<file path="src/rtl/can_esr_pkg.sv">
package can_esr_pkg;

    localparam int unsigned REG_W  = 16;
    localparam int unsigned ADDR_W = 2;

    localparam logic [ADDR_W-1:0] ADDR_CTRL = 2'd0;
    localparam logic [ADDR_W-1:0] ADDR_STAT = 2'd1;
    localparam logic [ADDR_W-1:0] ADDR_ECNT = 2'd2;

    typedef enum logic [2:0] {
        LEC_NONE    = 3'd0,
        LEC_STUFF   = 3'd1,
        LEC_FORM    = 3'd2,
        LEC_ACK     = 3'd3,
        LEC_BIT_REC = 3'd4,
        LEC_BIT_DOM = 3'd5,
        LEC_CRC     = 3'd6,
        LEC_IDLE    = 3'd7
    } lec_e;

    // bit 3 down to bit 0 of the control word
    typedef struct packed {
        logic err_ie;
        logic stat_ie;
        logic mod_ie;
        logic init;
    } ctrl_t;

endpackage

</file>
<file path="src/rtl/can_esr_counters.sv">
module can_esr_counters #(
    parameter int unsigned TEC_W   = 8,
    parameter int unsigned REC_W   = 7,
    parameter int unsigned TX_STEP = 8
) (
    input  logic             clk,
    input  logic             rst_n,
    input  logic             hold_i,
    input  logic             recover_i,
    input  logic             tx_err_i,
    input  logic             tx_ok_i,
    input  logic             rx_err_i,
    input  logic             rx_ok_i,
    output logic [TEC_W-1:0] tec_o,
    output logic [REC_W-1:0] rec_o,
    output logic             rp_o,
    output logic             bus_off_o,
    output logic             boff_enter_o
);

    localparam logic [TEC_W:0]   TEC_LIMIT = (TEC_W+1)'((2**TEC_W) - 1);
    localparam logic [TEC_W:0]   TEC_STEP  = (TEC_W+1)'(TX_STEP);
    localparam logic [TEC_W-1:0] TEC_ONE   = 1;
    localparam logic [REC_W-1:0] REC_ONE   = 1;
    localparam logic [REC_W-1:0] REC_MAX   = '1;

    typedef struct packed {
        logic [TEC_W-1:0] tec;
        logic [REC_W-1:0] rec;
        logic             rp;
        logic             boff;
    } cnt_t;

    cnt_t        cnt_d, cnt_q;
    logic        enter_d;
    logic [TEC_W:0] tec_sum;

    always_comb begin
        cnt_d   = cnt_q;
        enter_d = 1'b0;
        tec_sum = {1'b0, cnt_q.tec} + TEC_STEP;
        if (recover_i) begin
            cnt_d = '0;
        end else if (!hold_i) begin
            if (tx_err_i) begin
                if (tec_sum > TEC_LIMIT) begin
                    cnt_d.boff = 1'b1;
                    enter_d    = 1'b1;
                end else begin
                    cnt_d.tec = tec_sum[TEC_W-1:0];
                end
            end else if (tx_ok_i && cnt_q.tec != '0) begin
                cnt_d.tec = cnt_q.tec - TEC_ONE;
            end
            if (rx_err_i) begin
                if (cnt_q.rec == REC_MAX) cnt_d.rp  = 1'b1;
                else                      cnt_d.rec = cnt_q.rec + REC_ONE;
            end else if (rx_ok_i) begin
                if (cnt_q.rp)                 cnt_d.rp  = 1'b0;
                else if (cnt_q.rec != '0)     cnt_d.rec = cnt_q.rec - REC_ONE;
            end
        end
    end

    always_ff @(posedge clk or negedge rst_n) begin
        if (!rst_n) cnt_q <= '0;
        else        cnt_q <= cnt_d;
    end

    assign tec_o        = cnt_q.tec;
    assign rec_o        = cnt_q.rec;
    assign rp_o         = cnt_q.rp;
    assign bus_off_o    = cnt_q.boff;
    assign boff_enter_o = enter_d;

    // the receive-passive flag only exists with the count at its ceiling
    a_r6_rp_at_max: assert property (@(posedge clk) disable iff (!rst_n)
        rp_o |-> (rec_o == REC_MAX));

    // bus-off only with a count one step short of overflow
    a_r8_boff_tec_high: assert property (@(posedge clk) disable iff (!rst_n)
        bus_off_o |-> ({1'b0, tec_o} + TEC_STEP > TEC_LIMIT));

    // held counters stay put
    a_r10_hold_counts: assert property (@(posedge clk) disable iff (!rst_n)
        (hold_i && !recover_i) |=> ($stable(tec_o) && $stable(rec_o) && $stable(rp_o)));

    // an accepted transmit error moves the count by one step
    a_r5_tec_step: assert property (@(posedge clk) disable iff (!rst_n)
        (!hold_i && !recover_i && tx_err_i && !boff_enter_o)
        |=> (tec_o == $past(tec_o) + TEC_STEP[TEC_W-1:0]));

endmodule

</file>
<file path="src/rtl/can_esr_levels.sv">
module can_esr_levels #(
    parameter int unsigned TEC_W    = 8,
    parameter int unsigned REC_W    = 7,
    parameter int unsigned WARN_LVL = 96,
    parameter int unsigned PASS_LVL = 128
) (
    input  logic [TEC_W-1:0] tec_i,
    input  logic [REC_W-1:0] rec_i,
    input  logic             rp_i,
    output logic             warn_o,
    output logic             passive_o
);

    localparam logic [TEC_W-1:0] TEC_WARN = TEC_W'(WARN_LVL);
    localparam logic [REC_W-1:0] REC_WARN = REC_W'(WARN_LVL);
    localparam logic [TEC_W-1:0] TEC_PASS = TEC_W'(PASS_LVL);

    always_comb begin
        warn_o    = (tec_i >= TEC_WARN) || (rec_i >= REC_WARN);
        passive_o = (tec_i >= TEC_PASS) || rp_i;
    end

endmodule

</file>
<file path="src/rtl/can_esr.sv">
module can_esr
    import can_esr_pkg::*;
#(
    parameter int unsigned TEC_W    = 8,
    parameter int unsigned REC_W    = 7,
    parameter int unsigned TX_STEP  = 8,
    parameter int unsigned WARN_LVL = 96,
    parameter int unsigned PASS_LVL = 128
) (
    input  logic              clk,
    input  logic              rst_n,
    input  logic              pe_lec_valid,
    input  logic [2:0]        pe_lec_code,
    input  logic              pe_rx_ok,
    input  logic              pe_tx_ok,
    input  logic              pe_rx_err,
    input  logic              pe_tx_err,
    input  logic              host_wr,
    input  logic              host_rd,
    input  logic [ADDR_W-1:0] host_addr,
    input  logic [REG_W-1:0]  host_wdata,
    output logic [REG_W-1:0]  host_rdata,
    output logic              err_warn,
    output logic              err_passive,
    output logic              bus_off,
    output logic              stat_irq
);

    localparam int unsigned CNT_BITS = TEC_W + REC_W + 1;

    typedef struct packed {
        ctrl_t      ctrl;
        logic [2:0] lec;
        logic       rxok;
        logic       txok;
        logic       sts_pend;
        logic       err_pend;
        logic [2:0] flags_prev;
    } st_t;

    st_t              st_d, st_q;
    logic [TEC_W-1:0] tec;
    logic [REC_W-1:0] rec;
    logic             rp, boff_enter, recover;
    logic             stat_rd, ctrl_wr, stat_wr, stat_evt;
    logic [2:0]       flags;
    logic             unused_wbits;

    assign unused_wbits = ^host_wdata[REG_W-1:4];

    assign ctrl_wr = host_wr && (host_addr == ADDR_CTRL);
    assign stat_wr = host_wr && (host_addr == ADDR_STAT);
    assign stat_rd = host_rd && (host_addr == ADDR_STAT);
    assign recover = ctrl_wr && !host_wdata[0] && bus_off;

    can_esr_counters #(.TEC_W(TEC_W), .REC_W(REC_W), .TX_STEP(TX_STEP)) u_counters (
        .clk          (clk),
        .rst_n        (rst_n),
        .hold_i       (st_q.ctrl.init),
        .recover_i    (recover),
        .tx_err_i     (pe_tx_err),
        .tx_ok_i      (pe_tx_ok),
        .rx_err_i     (pe_rx_err),
        .rx_ok_i      (pe_rx_ok),
        .tec_o        (tec),
        .rec_o        (rec),
        .rp_o         (rp),
        .bus_off_o    (bus_off),
        .boff_enter_o (boff_enter)
    );

    can_esr_levels #(.TEC_W(TEC_W), .REC_W(REC_W), .WARN_LVL(WARN_LVL),
                     .PASS_LVL(PASS_LVL)) u_levels (
        .tec_i     (tec),
        .rec_i     (rec),
        .rp_i      (rp),
        .warn_o    (err_warn),
        .passive_o (err_passive)
    );

    assign flags    = {bus_off, err_warn, err_passive};
    assign stat_evt = (pe_lec_valid && (pe_lec_code != LEC_IDLE) && (pe_lec_code != st_q.lec))
                      || pe_rx_ok || pe_tx_ok;

    always_comb begin
        st_d = st_q;
        if (stat_rd) begin
            st_d.rxok     = 1'b0;
            st_d.txok     = 1'b0;
            st_d.sts_pend = 1'b0;
            st_d.err_pend = 1'b0;
        end
        if (ctrl_wr) st_d.ctrl = ctrl_t'(host_wdata[3:0]);
        if (stat_wr) st_d.lec  = host_wdata[2:0];
        if (!st_q.ctrl.init) begin
            if (pe_lec_valid) st_d.lec  = pe_lec_code;
            if (pe_rx_ok)     st_d.rxok = 1'b1;
            if (pe_tx_ok)     st_d.txok = 1'b1;
            if (st_q.ctrl.stat_ie && stat_evt) st_d.sts_pend = 1'b1;
        end
        if (st_q.ctrl.err_ie && (flags != st_q.flags_prev)) st_d.err_pend = 1'b1;
        st_d.flags_prev = flags;
        if (boff_enter) st_d.ctrl.init = 1'b1;
    end

    always_ff @(posedge clk or negedge rst_n) begin
        if (!rst_n) begin
            st_q           <= '0;
            st_q.ctrl.init <= 1'b1;
        end else begin
            st_q <= st_d;
        end
    end

    always_comb begin
        host_rdata = '0;
        case (host_addr)
            ADDR_CTRL: host_rdata[3:0] = st_q.ctrl;
            ADDR_STAT: host_rdata[7:0] = {bus_off, err_warn, err_passive,
                                          st_q.rxok, st_q.txok, st_q.lec};
            ADDR_ECNT: host_rdata[CNT_BITS-1:0] = {rp, rec, tec};
            default:   host_rdata = '0;
        endcase
    end

    assign stat_irq = st_q.ctrl.mod_ie && (st_q.sts_pend || st_q.err_pend);

    // a status read with no new event leaves nothing pending
    a_r13_read_clears: assert property (@(posedge clk) disable iff (!rst_n)
        (stat_rd && !(st_q.ctrl.err_ie && flags != st_q.flags_prev)
         && (st_q.ctrl.init || !st_q.ctrl.stat_ie || !stat_evt))
        |=> (!st_q.sts_pend && !st_q.err_pend));

    // a status event only becomes pending with its enable set
    a_r11_needs_enable: assert property (@(posedge clk) disable iff (!rst_n)
        $rose(st_q.sts_pend) |-> $past(st_q.ctrl.stat_ie));

    // the code field is frozen in init unless the host writes it
    a_r10_lec_frozen: assert property (@(posedge clk) disable iff (!rst_n)
        (st_q.ctrl.init && !stat_wr) |=> $stable(st_q.lec));

    // reading status drops RXOK when no receive-OK arrives
    a_r4_rxok_cleared: assert property (@(posedge clk) disable iff (!rst_n)
        (stat_rd && !pe_rx_ok) |=> !st_q.rxok);

    // entering bus-off always leaves init set
    a_r8_init_on_boff: assert property (@(posedge clk) disable iff (!rst_n)
        $rose(bus_off) |-> st_q.ctrl.init);

endmodule

</file>
<file path="config.mk">
export PLATFORM = sky130hd
export DESIGN_NAME = can_esr
export DESIGN_NICKNAME = d
export VERILOG_FILES = /design/src/rtl/can_esr_pkg.sv /design/src/rtl/can_esr_counters.sv /design/src/rtl/can_esr_levels.sv /design/src/rtl/can_esr.sv
export SDC_FILE = /design/constraint.sdc
export NUM_CORES = 1
export LEC_CHECK = 0
export CAP_MARGIN = 20
export CORE_UTILIZATION = 45
export DETAILED_ROUTE_END_ITERATION = 7
export GPL_TIMING_DRIVEN = 0
export PLACE_DENSITY_LB_ADDON = 0.2
export SLEW_MARGIN = 40
export SYNTH_ARGS = -nofsm -noshare
export SYNTH_HDL_FRONTEND = slang
export SYNTH_SLANG_ARGS = --single-unit
export TNS_END_PERCENT = 100
</file>
<file path="constraint.sdc">
create_clock -name clk -period 4.5 [get_ports clk]
set_clock_uncertainty 0.15 [all_clocks]
set_input_delay 0.9 -clock clk [delete_from_list [all_inputs] [get_ports clk]]
set_output_delay 0.9 -clock clk [all_outputs]
set_load 0.01 [all_outputs]
</file>
; ---- Word level (Yosys, flattened, before mapping)
; Cells that the tools add are included.
[totals]
reg_bits = 31
in_bits = 30
output_inout_bits = 20
wordCells = 94
[op_classes]
addsub = 4
order_cmp = 4
eq_ne = 11
n_mux = 30
n_reduce_logical = 31
[op_table]
columns = operator, n
row1 = $mux 8, 6
row2 = $mux 17, 2
row3 = $mux 7, 3
row4 = $mux 1, 13
row5 = $ne 3x3->1 const B, 4
row6 = $pmux 4 s3, 1
row7 = $logic_and 1x1->1, 11
row8 = $add 8x4->9 const B, 1
row9 = $gt 9x8->1 const B, 1
row10 = $reduce_and 3->1, 3
row11 = $reduce_bool 3->1, 3
row12 = $ge 8x7->1 const B, 1
row13 = $ge 8x8->1 const B, 1
row14 = $pmux 4 s2, 1
row15 = $reduce_bool 2->1, 4
row16 = $reduce_bool 8->1, 1
row17 = $sub 8x1->8 const B, 1
row18 = $add 7x1->7 const B, 1
row19 = $eq 7x7->1 const B, 1
row20 = $ge 7x7->1 const B, 1
row21 = $reduce_bool 7->1, 1
row22 = $sub 7x1->7 const B, 1
row23 = $mux 3, 2
row24 = $mux 6, 1
row25 = 10 further kinds, 15

; ---- Logic depth before layout (Yosys ltp)
; Gate-level depths: netlist of the first run.
[depth]
word_depth = 8
mapped_depth = 8
depth_no_buf = 7

; ---- By module
; A second synthesis of the first run with hierarchy kept.
[hier_totals]
cells_unflattened = 238
hier_area_um2 = 2249.7
[modules_own_cells]
columns = module, instances, cells_per_inst, area_each_um2, seq_area_each_um2
row1 = can_esr_counters, 1, 153, 1371.3, 425.4
row2 = can_esr, 1, 83, 862.1, 351.6
row3 = can_esr_levels, 1, 2, 16.3, 0.0

; ---- Worst setup path after synthesis of the first run
; OpenSTA, ideal clock, no wires.
[synth_timing]
path_type = input -> register
startpoint = in pe_rx_err
endpoint = reg u_counters.cnt_q, in the netlist u_counters.rec_o[6]
setup_time_ns = 0.126
t_arrival_ns = 2.727
t_required_ns = 4.224
slack_ns = 1.497
cell_stages = 8
path_cell_list = clkbuf_1 -> inv_1 -> ha_1 -> nor2b_1 -> o31a_1 -> o311ai_1 -> nor2_1 -> a221o_1
[synth_via]
elab_chain_cells = 3
[synth_rtl]
columns = item, line
row1 = from (decl), can_esr.sv:16  ; input logic pe_rx_err,
row2 = $mux 8, can_esr_counters.sv:55  ; if (rx_err_i) begin
row3 = $mux 17, can_esr_counters.sv:44  ; end else if (!hold_i) begin
row4 = $mux 17, can_esr_counters.sv:42  ; if (recover_i) begin
row5 = to (signal assigned), can_esr_counters.sv:67  ; else cnt_q <= cnt_d;
row6 = to (decl), can_esr_counters.sv:34  ; cnt_t cnt_d, cnt_q;
; Several ways; a longest one is shown, not always the timed one. The select of a mux whose other input is x is not followed.
; A chain may end at the register's enable or synchronous reset.

; ---- Worst setup path after layout of the first run
[layout_timing]
startpoint = in host_addr[0]
endpoint = out host_rdata[2]
[layout_via]
elab_chain_cells = 2
[layout_rtl]
columns = item, line
row1 = from (decl), can_esr.sv:20  ; input logic [ADDR_W-1:0] host_addr,
row2 = "$eq 2x2->1, or another cell as far along", can_esr.sv:117  ; case (host_addr)
row3 = $pmux 4 s3 (*), can_esr.sv:117
row4 = to (decl), can_esr.sv:22  ; output logic [REG_W-1:0] host_rdata,
; Every way passes the cells marked *; elsewhere a longest branch is shown, timed or not.

==> results of run 1 <==
[state kept, by name, indices dropped and copies added, names as in the netlist]
register	cells
st_q	14
u_counters.tec_o	8
u_counters.rec_o	7
u_counters.bus_off_o	1
u_counters.rp_o	1
[cell usage in the layout (no fill, tap or decap), types with 4 or more instances in the layout]
master           count
ha_1                16
clkbuf_8             5
and2_1               8
nor3_1               6
nor2_1              17
o31ai_1              6
nand2_1             27
o21ai_0              9
o21ai_1              6
xnor2_1              5
nor2b_1              9
mux2i_1              6
clkdlybuf4s50_1     35
clkbuf_1             6
inv_1               15
xor2_1               8
dfrtp_1             30
nand3_1              4
a222oi_1             4
a21oi_1             11
[worst reg2reg max path: cells and delay by family, from the launching register on]
family          cells  cell delay (ps)
compound gates      2              640
flops               1              370
simple gates        3              350
buf+inv             2              300
fa+ha+maj           1              290
[cell type report]
class | count | area (sq um)
fillers | 490 | 2120
inverters | 15 | 56.3
multi-input cells | 208 | 1490
flip-flops and latches | 31 | 777
well taps | 70 | 87.6
clock inverters | 3 | 43.8
plain buffers | 13 | 81.3
repair buffers | 37 | 383
clock buffers | 5 | 68.8
[report_power, final]
part           leakage, nW  switching (mW)  internal [mW]
sequential           0.366           0.134          0.393
clock               0.0581           0.119          0.165
combinational        0.833           0.443          0.409
[worst min path at each step]
stage | slack (ps) | cells after the start | startpoint | end
6_report | 330 | 1 | rst_n | u_counters.tec_o[2]
5_1_grt | 330 | 1 | rst_n | u_counters.tec_o[2]
4_1_cts | 330 | 1 | rst_n | u_counters.tec_o[3]
3_5_place_dp | 320 | 2 | st_q[5] | st_q[5]
3_3_place_gp | 310 | 2 | st_q[5] | st_q[5]
2_1_floorplan | 300 | 2 | st_q[5] | st_q[5]
[layer usage]
layer | part of all wire, % | wire [um]
met5 | 0 | 0
met4 | 0.87 | 51
met3 | 4.8 | 278
met2 | 47 | 2730
met1 | 48 | 2790
[cell families after synthesis]
| group | count (synthesis) | share of synthesized area [%] |
|---|---|---|
| buffers and inverters | 28 | 5.73 |
| adder cells (fa/ha/maj) | 17 | 9.17 |
| flip-flops | 31 | 32.4 |
| AO/OA/AOI/OAI | 71 | 21.9 |
| multiplexers | 9 | 3.91 |
| XOR/XNOR | 13 | 4.74 |
| AND/OR/NAND/NOR | 98 | 22.1 |
==> key figures, run 1 <==
Die
  • Die Ht: 75.0 um
  • Initial Util: 47.0%
  • # IOs: 50
  • Core Footprint: 5110 sq um
  • Rows: 26
  • Chip Width: 75.0 um
  • Die ar.: 5630 sq um

Finish
  • Post-layout instance area: 2980 sq um
  • Synthesis-to-finish area growth: 24.3%
  • Share of layout cells above drive strength 1: 9.62%
  • # nets final: 358
  • N_diodes: 0
  • Util after Layout: 58.4%
  • Post-route non-filler standard cell count: 382

Global route
  • Met1 usage: 29.6%
  • GRT Total Usage: 21.8%
  • Grt peak-use layer: met2
  • First-pass GRT wire length: 9050 um
  • Initial antenna violation count: 0
  • Met3 Use GR: 4.82%
  • Vias in the first global route: 1941
  • Pin count of the biggest net entering global routing: 24
  • GR Layer Usage met2: 35.4%
  • Total congestion overflow: 0

Timing
  • Final worst path period need: 4010 ps
  • Fmax: 249 MHz
  • Slew Viols, Final: 0
  • TNS Setup: 0 ps
  • Endpoints failing setup: 0
  • Worst-margin pin slew: 636 ps
  • WHS: 326 ps
  • Unrepaired setup endpoints after global routing: no
  • Final number of hold-violating endpoints: 0
  • Tcrit/Tclk final: 89.2%
  • Relative slew slack: 57.5%
  • Final worst slack: 486 ps

Worst setup path
  • RR Endpoint: u_counters.tec_o[7]
  • Critical Path End Type: output pin
  • Reg2Reg Depth: 8
  • Worst setup path start: host_addr[0]
  • R2R setup slack: 2300 ps
  • CP peak stage delay: 540 ps
  • Worst path cell trace: clkdlybuf4s50_1, inv_1, ha_1, clkbuf_1, a222oi_1, nor2_1, clkdlybuf4s50_1
  • R2r startpoint: u_counters.tec_o[4]
  • CP max FO: 10
  • Critical path startpoint category: input pin
  • Critical path class: input pin to output pin
  • CP arrival: 2960 ps
  • Crit path max-delay family: buffers and inverters
  • Critical path required time: 3450 ps
  • Crit-path slowest cell: clkdlybuf4s50_1
  • Crit-path most repeated cell: clkdlybuf4s50_1
  • Worst path buffer plus inverter count: 4
  • Crit. path cell count: 7
  • Crit path capture: host_rdata[2]

Placement
  • IO buf count: 36
  • Cells after DPL: 374
  • GPL Wtd Cong: 0.891
  • DPL Wire Length: 4390 um
  • Dpl cell area: 2870 sq um
  • Worst Setup Slack post-DPL: 492 ps

Detailed routing
  • DRT Wirelength: 5850 um
  • Antenna-violating nets left: 0
  • Starting DRT DRC Count: 121
  • # DRC: 0
  • Vias: 2172
  • Vias per std cell: 5.69
  • DRT Pass-1 Iters: 4
  • Wire per inst: 15.3 um

Power and ir drop
  • PD cells: 557 nW/um^2
  • Peak supply drop: 0.319 mV
  • Leak Pwr: 1.26 nW
  • Total power: 1.66 mW

CTS
  • Setup bufs post-CTS: 0
  • TritonCTS clock tree: done
  • Root buffer cell: clkbuf_8
  • Worst skew pair latency: 290 ps
  • Sink Count: 31
  • Total CTS buffers: 5
  • Hold-fix buffers, CTS: 0
  • Post-cts resize count: 0
  • Clock tree buffer depth: 2
  • Htree depth: 2
  • Worst-path clk slew: 70 ps

Status
  • Status: completed

Logic synthesis
  • Syn Inst Count: 267
  • Post-Syn Area per Cell: 8.99 sq um
  • Syn Nets: 314
  • Yosys top cell area share: 31.3%
  • Synth area leader: dfrtp_1
  • Most used DFF post-synth: dfrtp_1
  • Synth unique cells: 65
  • EDFF count, synth: 0
  • Synth Register Bits: 31
  • Yosys Warn Count: 0
  • Synth async-reset ratio: 100%
  • Synth area leaders: dfrtp_1, ha_1, nand2_1, xor2_1, nor2_1
  • Register area share after synthesis: 32.4%
  • Commonest cells in the netlist: dfrtp_1, nand2_1, nor2_1
  • Cell Area, Synth: 2400 sq um
  • Cell with the most instances after synthesis: dfrtp_1

Job
  • Max-cap viol count: 0

Worst hold path
  • Worst hold-check path type: input pin to asynchronous set/reset pin
Power figures use the tool's default switching activity.
==> run 2: changes to the inputs <==
--- a/config.mk
+++ b/config.mk
@@ -7,10 +7,11 @@
 export LEC_CHECK = 0
 export CAP_MARGIN = 20
 export CORE_UTILIZATION = 45
+export CTS_CLUSTER_SIZE = 16
 export DETAILED_ROUTE_END_ITERATION = 7
 export GPL_TIMING_DRIVEN = 0
+export MAX_ROUTING_LAYER = met4
 export PLACE_DENSITY_LB_ADDON = 0.2
-export SLEW_MARGIN = 40
 export SYNTH_ARGS = -nofsm -noshare
 export SYNTH_HDL_FRONTEND = slang
 export SYNTH_SLANG_ARGS = --single-unit
==> key figures, run 2 (synthesis results as in run 1) <==
Worst setup path
  • Critical path class: input pin to output pin
  • Critical path startpoint category: input pin
  • R2R setup slack: 2300 ps
  • CP arrival: 2940 ps
  • Critical Path End Type: output pin
  • Critical path required time: 3450 ps
  • CP max FO: 10

Timing
  • Worst-margin pin slew: 718 ps
  • WHS: 335 ps
  • Final worst path period need: 3990 ps
  • Tcrit/Tclk final: 88.7%
  • Unrepaired setup endpoints after global routing: no
  • Final number of hold-violating endpoints: 0
  • Slew Viols, Final: 0
  • Fmax: 250 MHz
  • Relative slew slack: 52.1%
  • TNS Setup: 0 ps
  • Endpoints failing setup: 0
  • Final worst slack: 508 ps

Detailed routing
  • Vias per std cell: 5.67
  • Starting DRT DRC Count: 136
  • DRT Wirelength: 5810 um
  • Antenna-violating nets left: 0
  • DRT Pass-1 Iters: 6
  • Vias: 2161
  • # DRC: 0
  • Wire per inst: 15.2 um

Die
  • Rows: 26
  • Die ar.: 5630 sq um
  • # IOs: 50
  • Core Footprint: 5110 sq um
  • Initial Util: 47.0%
  • Die Ht: 75.0 um
  • Chip Width: 75.0 um

Power and ir drop
  • Peak supply drop: 0.314 mV
  • Leak Pwr: 1.23 nW
  • Total power: 1.60 mW
  • PD cells: 545 nW/um^2

Global route
  • Pin count of the biggest net entering global routing: 32
  • GRT Total Usage: 22.9%
  • Total congestion overflow: 0
  • First-pass GRT wire length: 9250 um
  • Vias in the first global route: 1979
  • Initial antenna violation count: 0

CTS
  • TritonCTS clock tree: done
  • Sink Count: 31
  • Total CTS buffers: 5
  • Root buffer cell: clkbuf_8
  • Worst-path clk slew: 60 ps
  • Clock tree buffer depth: 2
  • Htree depth: 2
  • Hold-fix buffers, CTS: 0
  • Worst skew pair latency: 300 ps
  • Setup bufs post-CTS: 0
  • Post-cts resize count: 0

Finish
  • Util after Layout: 57.3%
  • Post-layout instance area: 2930 sq um
  • Commonest non-fill, non-tap cell in the layout: clkdlybuf4s50_1
  • Fillers: 492
  • Largest register by flop count: st_q
  • Max reg flops: 14
  • Synthesis-to-finish area growth: 22.0%
  • Post-route non-filler standard cell count: 381
  • Most frequent cells in the layout: clkdlybuf4s50_1, dfrtp_1, nand2_1
  • Share of layout cells above drive strength 1: 9.00%
  • # nets final: 357
  • N_diodes: 0

Placement
  • IO buf count: 36
  • Cells after DPL: 373
  • DPL Wire Length: 4340 um
  • Dpl cell area: 2840 sq um
  • Worst Setup Slack post-DPL: 492 ps
  • GPL Wtd Cong: 0.906

Status
  • Status: completed

Worst hold path
  • Worst hold-check path type: flip-flop to flip-flop

Job
  • Max-cap viol count: 0
run 2: cell count changes in the layout (fill, tap and decap cells not counted), sizes merged:
cell	change
clkbuf	+1
bufinv	-1
clkinvlp	+1
buf	-1
clkinv	-1
run 2: area by class of cell:
| cell class | count | area (sq um) | share of cell area (%) |
|---|---|---|---|
| plain buffers | 13 | 81.3 | 2.78 |
| clock buffers | 6 | 72.6 | 2.48 |
| clock inverters | 2 | 12.5 | 0.427 |
| inverters | 15 | 56.3 | 1.92 |
| multi-input cells | 208 | 1490 | 50.7 |
| flip-flops and latches | 31 | 777 | 26.5 |
| well taps | 70 | 87.6 | 2.99 |
| repair buffers | 36 | 355 | 12.1 |
run 2: worst paths after layout:
| path | startpoint | end | depth (start not counted) |
|---|---|---|---|
| min in group asynchronous | rst_n | u_counters.rec_o[5] | 1 |
| setup reg to reg | u_counters.rec_o[2] | u_counters.rec_o[6] | 6 |
| setup / recovery | host_addr[0] | host_rdata[2] | 7 |
| hold reg to reg | st_q[5] | st_q[5] | 2 |
| hold / removal | st_q[5] | st_q[5] | 2 |
| max in group asynchronous | rst_n | st_q[5] | 1 |
run 2: worst max-delay path, stage by stage:
cell and delay, ps:
clkdlybuf4s50_1 510, inv_1 70, ha_1 290, clkbuf_1 260, a222oi_1 370, nor2_1 70, clkdlybuf4s50_1 480
run 2: per-layer routing:
metal  up-vias  global-route usage (%)  part of all wire (%)
li1       1057                       -                     -
met1      1026                    29.7                    46
met2        72                    36.1                    47
met3         6                    3.35                   5.6
met4         0                    8.60                  0.83
met5         -                       -                     0
run 2: report_power, final:
part	total [mW]	switching [mW]	leakage [nW]	internal, mW
logic	0.849	0.443	0.821	0.406
registers	0.528	0.134	0.366	0.393
clock network	0.221	0.113	0.0412	0.108
total	1.60	0.690	1.23	0.907
